File: src/rtl/modexp_pkg.sv
package modexp_pkg;

  typedef enum logic [2:0] {
    ST_IDLE,
    ST_PRE,
    ST_PRE_W,
    ST_STEP,
    ST_STEP_W,
    ST_POST,
    ST_POST_W
  } ctl_state_e;

  // lane 0 carries accumulator updates, lane 1 carries squarings
  localparam int LANE_MUL = 0;
  localparam int LANE_SQR = 1;
  localparam int N_LANES  = 2;

endpackage

File: src/rtl/mont_mul.sv
module mont_mul #(
  parameter int W = 32,
  parameter int D = 4
) (
  input  logic         clk,
  input  logic         rst_n,
  input  logic         go,
  input  logic [W-1:0] a,
  input  logic [W-1:0] b,
  input  logic [W-1:0] m,
  input  logic [D-1:0] mc,
  output logic         done,
  output logic [W-1:0] res
);
  localparam int ITER = W / D;
  localparam int CW   = $clog2(ITER + 1);
  localparam int ZW   = W + D + 1;

  // one radix-2^D digit of the interleaved product and reduction
  function automatic logic [W:0] mont_digit(input logic [W:0]   z,
                                            input logic [D-1:0] xd,
                                            input logic [W-1:0] y,
                                            input logic [W-1:0] mm,
                                            input logic [D-1:0] c);
    logic [ZW-1:0] t;
    logic [D-1:0]  q;
    logic [ZW-1:0] u;
    t = ZW'(z) + ZW'(xd) * ZW'(y);
    q = t[D-1:0] * c;
    u = t + ZW'(q) * ZW'(mm);
    return u[ZW-1:D];
  endfunction

  function automatic logic [W-1:0] final_sub(input logic [W:0] z, input logic [W-1:0] mm);
    logic [W:0] d;
    d = z - {1'b0, mm};
    return (z >= {1'b0, mm}) ? d[W-1:0] : z[W-1:0];
  endfunction

  logic [W-1:0]  x_sh, y_r, m_r;
  logic [D-1:0]  c_r;
  logic [W:0]    z_r;
  logic [CW-1:0] cnt;
  logic          run, fix;

  always_ff @(posedge clk) begin
    if (!rst_n) begin
      x_sh <= '0; y_r <= '0; m_r <= '0; c_r <= '0; z_r <= '0;
      cnt <= '0; run <= 1'b0; fix <= 1'b0; done <= 1'b0; res <= '0;
    end else begin
      done <= 1'b0;
      if (go && !run && !fix) begin
        x_sh <= a;
        y_r  <= b;
        m_r  <= m;
        c_r  <= mc;
        z_r  <= '0;
        cnt  <= '0;
        run  <= 1'b1;
      end else if (run) begin
        z_r  <= mont_digit(z_r, x_sh[D-1:0], y_r, m_r, c_r);
        x_sh <= x_sh >> D;
        cnt  <= cnt + 1'b1;
        if (cnt == CW'(ITER - 1)) begin
          run <= 1'b0;
          fix <= 1'b1;
        end
      end else if (fix) begin
        res  <= final_sub(z_r, m_r);
        done <= 1'b1;
        fix  <= 1'b0;
      end
    end
  end

endmodule

File: src/rtl/exp_scan.sv
module exp_scan #(
  parameter int EW = 32
) (
  input  logic          clk,
  input  logic          rst_n,
  input  logic          load,
  input  logic          adv,
  input  logic [EW-1:0] exp_in,
  output logic          cur_bit,
  output logic          last_bit
);
  localparam int IW = $clog2(EW + 1);

  logic [EW-1:0] e_sh;
  logic [IW-1:0] idx;

  always_ff @(posedge clk) begin
    if (!rst_n) begin
      e_sh <= '0;
      idx  <= '0;
    end else if (load) begin
      e_sh <= exp_in;
      idx  <= '0;
    end else if (adv) begin
      e_sh <= e_sh >> 1;
      idx  <= idx + 1'b1;
    end
  end

  assign cur_bit  = e_sh[0];
  assign last_bit = (idx == IW'(EW - 1));

endmodule

File: src/rtl/rl_modexp.sv
module rl_modexp
  import modexp_pkg::*;
#(
  parameter int W  = 32,
  parameter int D  = 4,
  parameter int EW = W
) (
  input  logic          clk,
  input  logic          rst_n,
  input  logic          start,
  input  logic [W-1:0]  base,
  input  logic [EW-1:0] expo,
  input  logic [W-1:0]  modulus,
  input  logic [W-1:0]  r2_mod,
  input  logic [D-1:0]  mont_const,
  output logic          ready,
  output logic [W-1:0]  result
);
  ctl_state_e         st;
  logic [W-1:0]       m_r, b_r, r2_r, s_r, z_r;
  logic [D-1:0]       c_r;
  logic [N_LANES-1:0] pend, pend_n, lane_go, lane_done;
  logic [W-1:0]       op_a [N_LANES];
  logic [W-1:0]       op_b [N_LANES];
  logic [W-1:0]       lane_res [N_LANES];
  logic               cur_bit, last_bit;

  // named events
  logic accept, phase_done, step_adv;
  assign accept     = (st == ST_IDLE) && start;
  assign pend_n     = pend & ~lane_done;
  assign phase_done = (pend_n == '0);
  assign step_adv   = (st == ST_STEP_W) && phase_done;

  exp_scan #(.EW(EW)) u_scan (
    .clk(clk), .rst_n(rst_n), .load(accept), .adv(step_adv),
    .exp_in(expo), .cur_bit(cur_bit), .last_bit(last_bit)
  );

  always_comb begin
    for (int i = 0; i < N_LANES; i++) begin
      op_a[i] = '0;
      op_b[i] = '0;
    end
    lane_go = '0;
    case (st)
      ST_PRE: begin
        op_a[LANE_MUL] = r2_r; op_b[LANE_MUL] = W'(1);
        op_a[LANE_SQR] = r2_r; op_b[LANE_SQR] = b_r;
        lane_go = '1;
      end
      ST_STEP: begin
        op_a[LANE_MUL] = s_r; op_b[LANE_MUL] = z_r;
        op_a[LANE_SQR] = z_r; op_b[LANE_SQR] = z_r;
        lane_go[LANE_MUL] = cur_bit;
        lane_go[LANE_SQR] = 1'b1;
      end
      ST_POST: begin
        op_a[LANE_MUL] = s_r; op_b[LANE_MUL] = W'(1);
        lane_go[LANE_MUL] = 1'b1;
      end
      default: ;
    endcase
  end

  for (genvar g = 0; g < N_LANES; g++) begin : g_lane
    mont_mul #(.W(W), .D(D)) u_mm (
      .clk(clk), .rst_n(rst_n), .go(lane_go[g]),
      .a(op_a[g]), .b(op_b[g]), .m(m_r), .mc(c_r),
      .done(lane_done[g]), .res(lane_res[g])
    );
  end

  always_ff @(posedge clk) begin
    if (!rst_n) begin
      st <= ST_IDLE;
      m_r <= '0; b_r <= '0; r2_r <= '0; c_r <= '0;
      s_r <= '0; z_r <= '0; pend <= '0;
      ready <= 1'b0; result <= '0;
    end else begin
      case (st)
        ST_IDLE: if (start) begin
          m_r <= modulus; b_r <= base; r2_r <= r2_mod; c_r <= mont_const;
          ready <= 1'b0;
          st <= ST_PRE;
        end
        ST_PRE:  begin pend <= lane_go; st <= ST_PRE_W;  end
        ST_STEP: begin pend <= lane_go; st <= ST_STEP_W; end
        ST_POST: begin pend <= lane_go; st <= ST_POST_W; end
        ST_PRE_W, ST_STEP_W: begin
          pend <= pend_n;
          if (lane_done[LANE_MUL]) s_r <= lane_res[LANE_MUL];
          if (lane_done[LANE_SQR]) z_r <= lane_res[LANE_SQR];
          if (phase_done) begin
            if (st == ST_PRE_W)  st <= ST_STEP;
            else if (last_bit)   st <= ST_POST;
            else                 st <= ST_STEP;
          end
        end
        ST_POST_W: begin
          pend <= pend_n;
          if (phase_done) begin
            result <= lane_res[LANE_MUL];
            ready  <= 1'b1;
            st     <= ST_IDLE;
          end
        end
        default: st <= ST_IDLE;
      endcase
    end
  end

endmodule

File: config.mk
export PLATFORM = sky130hd
export DESIGN_NAME = rl_modexp
export DESIGN_NICKNAME = d
export VERILOG_FILES = /design/src/rtl/modexp_pkg.sv /design/src/rtl/mont_mul.sv /design/src/rtl/exp_scan.sv /design/src/rtl/rl_modexp.sv
export SDC_FILE = /design/constraint.sdc
export NUM_CORES = 2
export LEC_CHECK = 0
export BUFFER_PORTS_ARGS = -buffer_cell sky130_fd_sc_hd__buf_2
export CAP_MARGIN = 20
export CORE_MARGIN = 5
export CORE_UTILIZATION = 50
export CTS_BUF_LIST = sky130_fd_sc_hd__clkbuf_8
export DETAILED_ROUTE_END_ITERATION = 7
export PLACE_DENSITY_LB_ADDON = 0.2
export SYNTH_ARGS = -nofsm -noshare
export SYNTH_HDL_FRONTEND = slang
export SYNTH_HIERARCHICAL = 1
export SYNTH_SLANG_ARGS = --single-unit
File: constraint.sdc
create_clock -name clk -period 7.1 [get_ports clk]
set_clock_uncertainty 0.1 [all_clocks]
set_input_delay 0.355 -clock clk [delete_from_list [all_inputs] [get_ports clk]]
set_output_delay 0.355 -clock clk [all_outputs]
set_load 0.005 [all_outputs]
-- After elaboration in Yosys (flattened, before gate mapping)
Index checks and enable logic that the tools add are counted.
Widths: inputs -> output; s select.
- input bits: 135
- output and inout port bits: 33
- bits in registers: 584
- $add $sub $neg: 9
- multiply operators: 6
- $lt $le $gt $ge: 2
- muxes and demuxes: 36
- bitwise operators: 7
- reductions and logical operators: 38
- equal/unequal tests: 14
- operators by type and width (kind ; number):
    $mux 32 ; 8
    $pmux 32 s2 ; 4
    $mul 4x32->36 ; 4
    $add 33x36->37 ; 2
    $add 37x36->37 ; 2
    $ge 33x32->1 ; 2
    $sub 32x32->32 ; 2
    $pmux 3 s6 ; 1
    $mux 1 ; 15
    $mux 3 ; 5
    $reduce_or 2->1 ; 7
    $reduce_and 2->1 ; 6
    $reduce_and 3->1 ; 4
    $reduce_or 3->1 ; 4
    $ne 2x2->1 const B ; 5
    $reduce_bool 2->1 ; 5
    $eq 3x3->1 const B ; 3
    $add 4x1->4 const B ; 2
    $eq 4x3->1 const B ; 2
    $mul 4x4->4 ; 2
    $add 6x1->6 const B ; 1
    $eq 3x2->1 const B ; 2
    $eq 6x5->1 const B ; 1
    $logic_and 1x1->1 ; 6
    other kinds (9) ; 17

-- Longest topological paths before layout
- depth in word-level cells: 7
- gate-level depth with buffers: 32

-- Cells and area by module
Netlist, hierarchy kept.
- modules (own cells, without submodules) (module ; area an instance (um2) ; cells an instance ; instances):
    mont_mul at g_lane[1].u_mm ; 18017.3 ; 2169 ; 1
    mont_mul at g_lane[0].u_mm ; 17859.6 ; 2208 ; 1
    rl_modexp ; 9670.5 ; 1195 ; 1
    exp_scan ; 1724.2 ; 170 ; 1

-- Worst setup path after synthesis
No wires, ideal clock.
- path kind: register to register
- start point: register g_lane[0].u_mm.x_sh[3]
- end point: register g_lane[0].u_mm.z_r[32]
- path slack: -0.699 ns
- required time: 6.883 ns
- arrival: 7.582 ns
- stages on the path, launching flop included: 30
- library setup time: 0.117 ns
- cells stage by stage: dfxtp_1 > clkbuf_1 > nand2_1 > fa_1 > fa_1 > fa_1 > inv_1 > ha_1 > xnor2_1 > nor2b_1 > xnor2_1 > xnor2_1 > clkbuf_1 > and2_1 > fa_1 > fa_1 > inv_1 > fa_1 > inv_1 > ha_1 > a21o_1 > a21o_1 > a21oi_1 > o21ai_0 > and2_1 > o31ai_2 > nand2b_2 > a221o_1 > xnor3_1 > a22o_1
- word-level cells in the longest chain between the ends: 5
- ends and longest elaborated chain (element ; RTL line ; text):
    from (decl) ; mont_mul.sv:40 ; logic [W-1:0] x_sh, y_r, m_r;
    from (signal assigned) ; mont_mul.sv:62 ; x_sh <= x_sh >> D;
    $mul 4x32->36 (*) ; mont_mul.sv:28 ; t = ZW'(z) + ZW'(xd) * ZW'(y);
    $add 33x36->37 (*) ; mont_mul.sv:28 ;
    $mul 4x4->4 ; mont_mul.sv:29 ; q = t[D-1:0] * c;
    $mul 4x32->36 ; mont_mul.sv:30 ; u = t + ZW'(q) * ZW'(mm);
    $add 37x36->37 (*) ; mont_mul.sv:30 ;
    to (signal assigned) ; mont_mul.sv:61 ; z_r <= mont_digit(z_r, x_sh[D-1:0], y_r, m_r, c_r);
    to (decl) ; mont_mul.sv:42 ; logic [W:0] z_r;
Mark *: on every way between the ends. The rest lies on a longest branch, timed or not.
A chain may end at the register's enable or synchronous reset.

-- Final worst setup path
- start point: register g_lane[0].u_mm.x_sh[2]
- end point: register g_lane[0].u_mm.z_r[32]
The elaborated chain is that of the path after synthesis.

==> metrics <==
status finished with violations; failing checks setup timing; sw power 0.002654 W; Total GRT Usage 0.2932; Post-Syn Nets 6,500; total gr overflow 0; met3 usage in global routing 0.04665; most frequent cells in the layout nand2_1, inv_1, dfxtp_1; capture point of the worst reg-to-reg path g_lane[0].u_mm/z_r[32]$_SDFFE_PP0P_; Pint 0.005753 W; worst vdd ir 0.0001486 V; busiest layer in global routing met2; row count 112; drt initial violations 3,417; DIE AREA 100,800 sq um; filler cell count 8,310; share of layout cells above drive strength 1 0.1611; Layout Nets 7,058; CTS tree yes; CP max-delay cell fa_2; Rel. slew slack 0.2710; FF/Latch Area 11,710 sq um; Worst Path Class, Setup flip-flop to flip-flop; CTS max path bufs 3; synth unique cells 90; part of the power in combinational logic 0.187; Synth async-reset ratio 0; Root Driver clkbuf_8; Reg-to-Reg Start g_lane[0].u_mm/x_sh[2]$_SDFFE_PN0P_; ANT nets after route 0; Worst Hold Class input pin to flip-flop; routed vias/inst 5.514; I/O pins 168; CP startpoint g_lane[0].u_mm/x_sh[2]$_SDFFE_PN0P_; final worst-path cycle share 1.089; die span in x 317.5 microns; Yosys reg bits 584; Final Hold Fails 0; final setup violation count 56; vias in the first global route 41.91k; min cycle time layout 7734 ps; Max Freq 129.3 MHz; routing usage on met1 0.3496; ys flop type dfxtp_1; WL final 153.4 mm; pwr/cell area 146.9 nW/um^2; CTS buffer count 102; post-DR wirelength/cell 20.08 microns; H-tree depth 3; post-DP HPWL 114.6 mm; Post-Synthesis Cells 5,742; Port Buf Inserts 167; Setup crit end g_lane[0].u_mm/z_r[32]$_SDFFE_PP0P_; number of synthesized flops with an enable pin 0; grt met2 use 0.5193; Avg Inst Size Synth 8.233 sq um; Clk Latency, worst-skew pair 760 ps; fin area 57,240 sq um; CP max FO 8; Sequential Power Share 0.417; Initial Utilization 0.5050; first-pass GRT wire length 234.9 mm; multi-input logic area 33,470 sq um; worst reg-to-reg setup slack -630 ps; crit start category flip-flop; R2R depth 31; Bufs and invs on worst path 6; crit path DAT 8270 ps; Chip Height 317.5 microns; routed via count 42.13k; total iterations of the first detailed-routing run 8; Sink Count 584; max_cap viols 0; synthesized area 47,270 sq um; DRC 0; Seq/Total Area, Yosys 0.2473; core area 93,610 sq um; RSZ-0062 raised after global routing true; setup_tns -19,390 ps; Sw Ratio 0.3157; Placer Congestion 0.9486; final slew viol count 0; largest net degree at the start of global routing 105; post-route setup slack -633.6 ps; overall power 0.008407 W; DP Area 51,660 sq um; largest stage delay on the critical path 560 ps; crit end category flip-flop; most common cell after layout, fill and taps aside nand2_1; WP depth 31; worst-margin pin slew 1094 ps; Area Overhead vs Synth 21.08%; Clock Pin Slew Worst Setup and Hold Paths 70 ps; clock share of power 0.396; Pleak 26.15 nW; initial antenna violation count 3; crit-path leading delay family adder cells; Worst EP required 7640 ps; Yosys warnings 6
==> worst min-delay path: cells and delay by family <==
family                 cells  cell delay [ps]
AO/OA/AOI/OAI              1               50
AND/OR/NAND/NOR            1               50
buffers and inverters      2              650
==> per-layer routing <==
metal	share of wire	vias to the layer above
met5	0.00020	-
met4	0.052	4
met3	0.060	367
met2	0.50	1231
met1	0.39	20550
li1	-	19990
==> stage by stage <==
stage | hold WS (ps) | util | setup WS, ps | cells
6_report | 294.8 | 0.6115 | -633.6 | 7641
5_1_grt | 285.3 | 0.6114 | -925.7 | 7638
4_1_cts | 228.0 | 0.6053 | -540.7 | 7615
3_5_place_dp | 345.8 | 0.5519 | -1098 | 7228
3_3_place_gp | 332.3 | 0.5519 | -1024 | 7228
2_1_floorplan | 332.2 | - | -192.3 | 5742
==> cell usage after synthesis (91+ instances only) <==
| library cell | count | area share |
|---|---|---|
| and2_1 | 408 | 0.054 |
| a21boi_0 | 115 | 0.018 |
| nand2b_1 | 91 | 0.012 |
| mux2i_1 | 211 | 0.045 |
| ha_1 | 253 | 0.067 |
| a21boi_1 | 91 | 0.014 |
| clkbuf_1 | 225 | 0.018 |
| a21o_1 | 118 | 0.019 |
| xnor2_1 | 112 | 0.021 |
| dfxtp_1 | 584 | 0.25 |
| fa_1 | 370 | 0.16 |
| nor2_1 | 252 | 0.020 |
| a21oi_1 | 413 | 0.044 |
| nand2_1 | 952 | 0.076 |
| inv_1 | 600 | 0.048 |
| o21ai_0 | 155 | 0.016 |
==> repair_timing <==
action | CTS | global route
setup buffers | 35 | 31
hold buffers | 166 | 0
gates resized for setup | 174 | 90
pin swaps | 148 | 145
endpoints found under the setup margin | 61 | 62
cloned | 5 | 0
hold endpoints to repair | 135 | 0
==> state kept, by name, summed over array words and instances, names as in the netlist, 3 cells and up <==
name and count:
g_lane.u_mm/z_r 66, g_lane.u_mm/m_r 64, g_lane.u_mm/res 64, g_lane.u_mm/x_sh 64, g_lane.u_mm/y_r 64, b_r 32, m_r 32, r2_r 32
result 32, s_r 32, u_scan/e_sh 32, z_r 32, g_lane.u_mm/c_r 8, g_lane.u_mm/cnt 8, u_scan/idx 6, c_r 4
st 3
==> layout make-up <==
| class | count | share of cell area |
|---|---|---|
| Tap cell | 1254 | 0.02741 |
| Clock inverter | 52 | 0.005924 |
| Sequential cell | 584 | 0.2046 |
| Inverter | 602 | 0.03954 |
| Antenna cell | 4 | 0.0001749 |
| Clock buffer | 135 | 0.03246 |
| Multi-Input combinational cell | 4252 | 0.5848 |
| Timing Repair Buffer | 758 | 0.1051 |
==> power by group through the flow <==
stage                     registers, W  clock network [W]  logic [W]
after floorplan                0.00349                  0    0.00107
after global placement         0.00357                  0    0.00144
after detailed placement       0.00357                  0    0.00145
after CTS                      0.00350            0.00338    0.00154
after global routing           0.00351            0.00353    0.00168
final                          0.00351            0.00333    0.00157
==> cells by family after synthesis <==
logic type	after synthesis	share of synthesized area
xor+xnor	195	0.03674
compound gates	1234	0.1723
mux	213	0.04516
flops	584	0.2473
buf+inv	907	0.07607
fa+ha+maj	623	0.2237
simple gates	1986	0.1988
==> worst min path at each step <==
stage	cells after the start	to	slack, ps	from
6_report	4	r2_r[26]$_SDFFE_PN0P_	290	r2_mod[26]
5_1_grt	4	b_r[11]$_SDFFE_PN0P_	290	base[11]
4_1_cts	4	r2_r[15]$_SDFFE_PN0P_	230	r2_mod[15]
3_5_place_dp	2	ready$_SDFFE_PN0P_	350	ready$_SDFFE_PN0P_
3_3_place_gp	2	ready$_SDFFE_PN0P_	330	ready$_SDFFE_PN0P_
2_1_floorplan	2	g_lane[0].u_mm/res[16]$_SDFFE_PN0P_	330	g_lane[0].u_mm/res[16]$_SDFFE_PN0P_
Power figures use the tool's default switching activity.
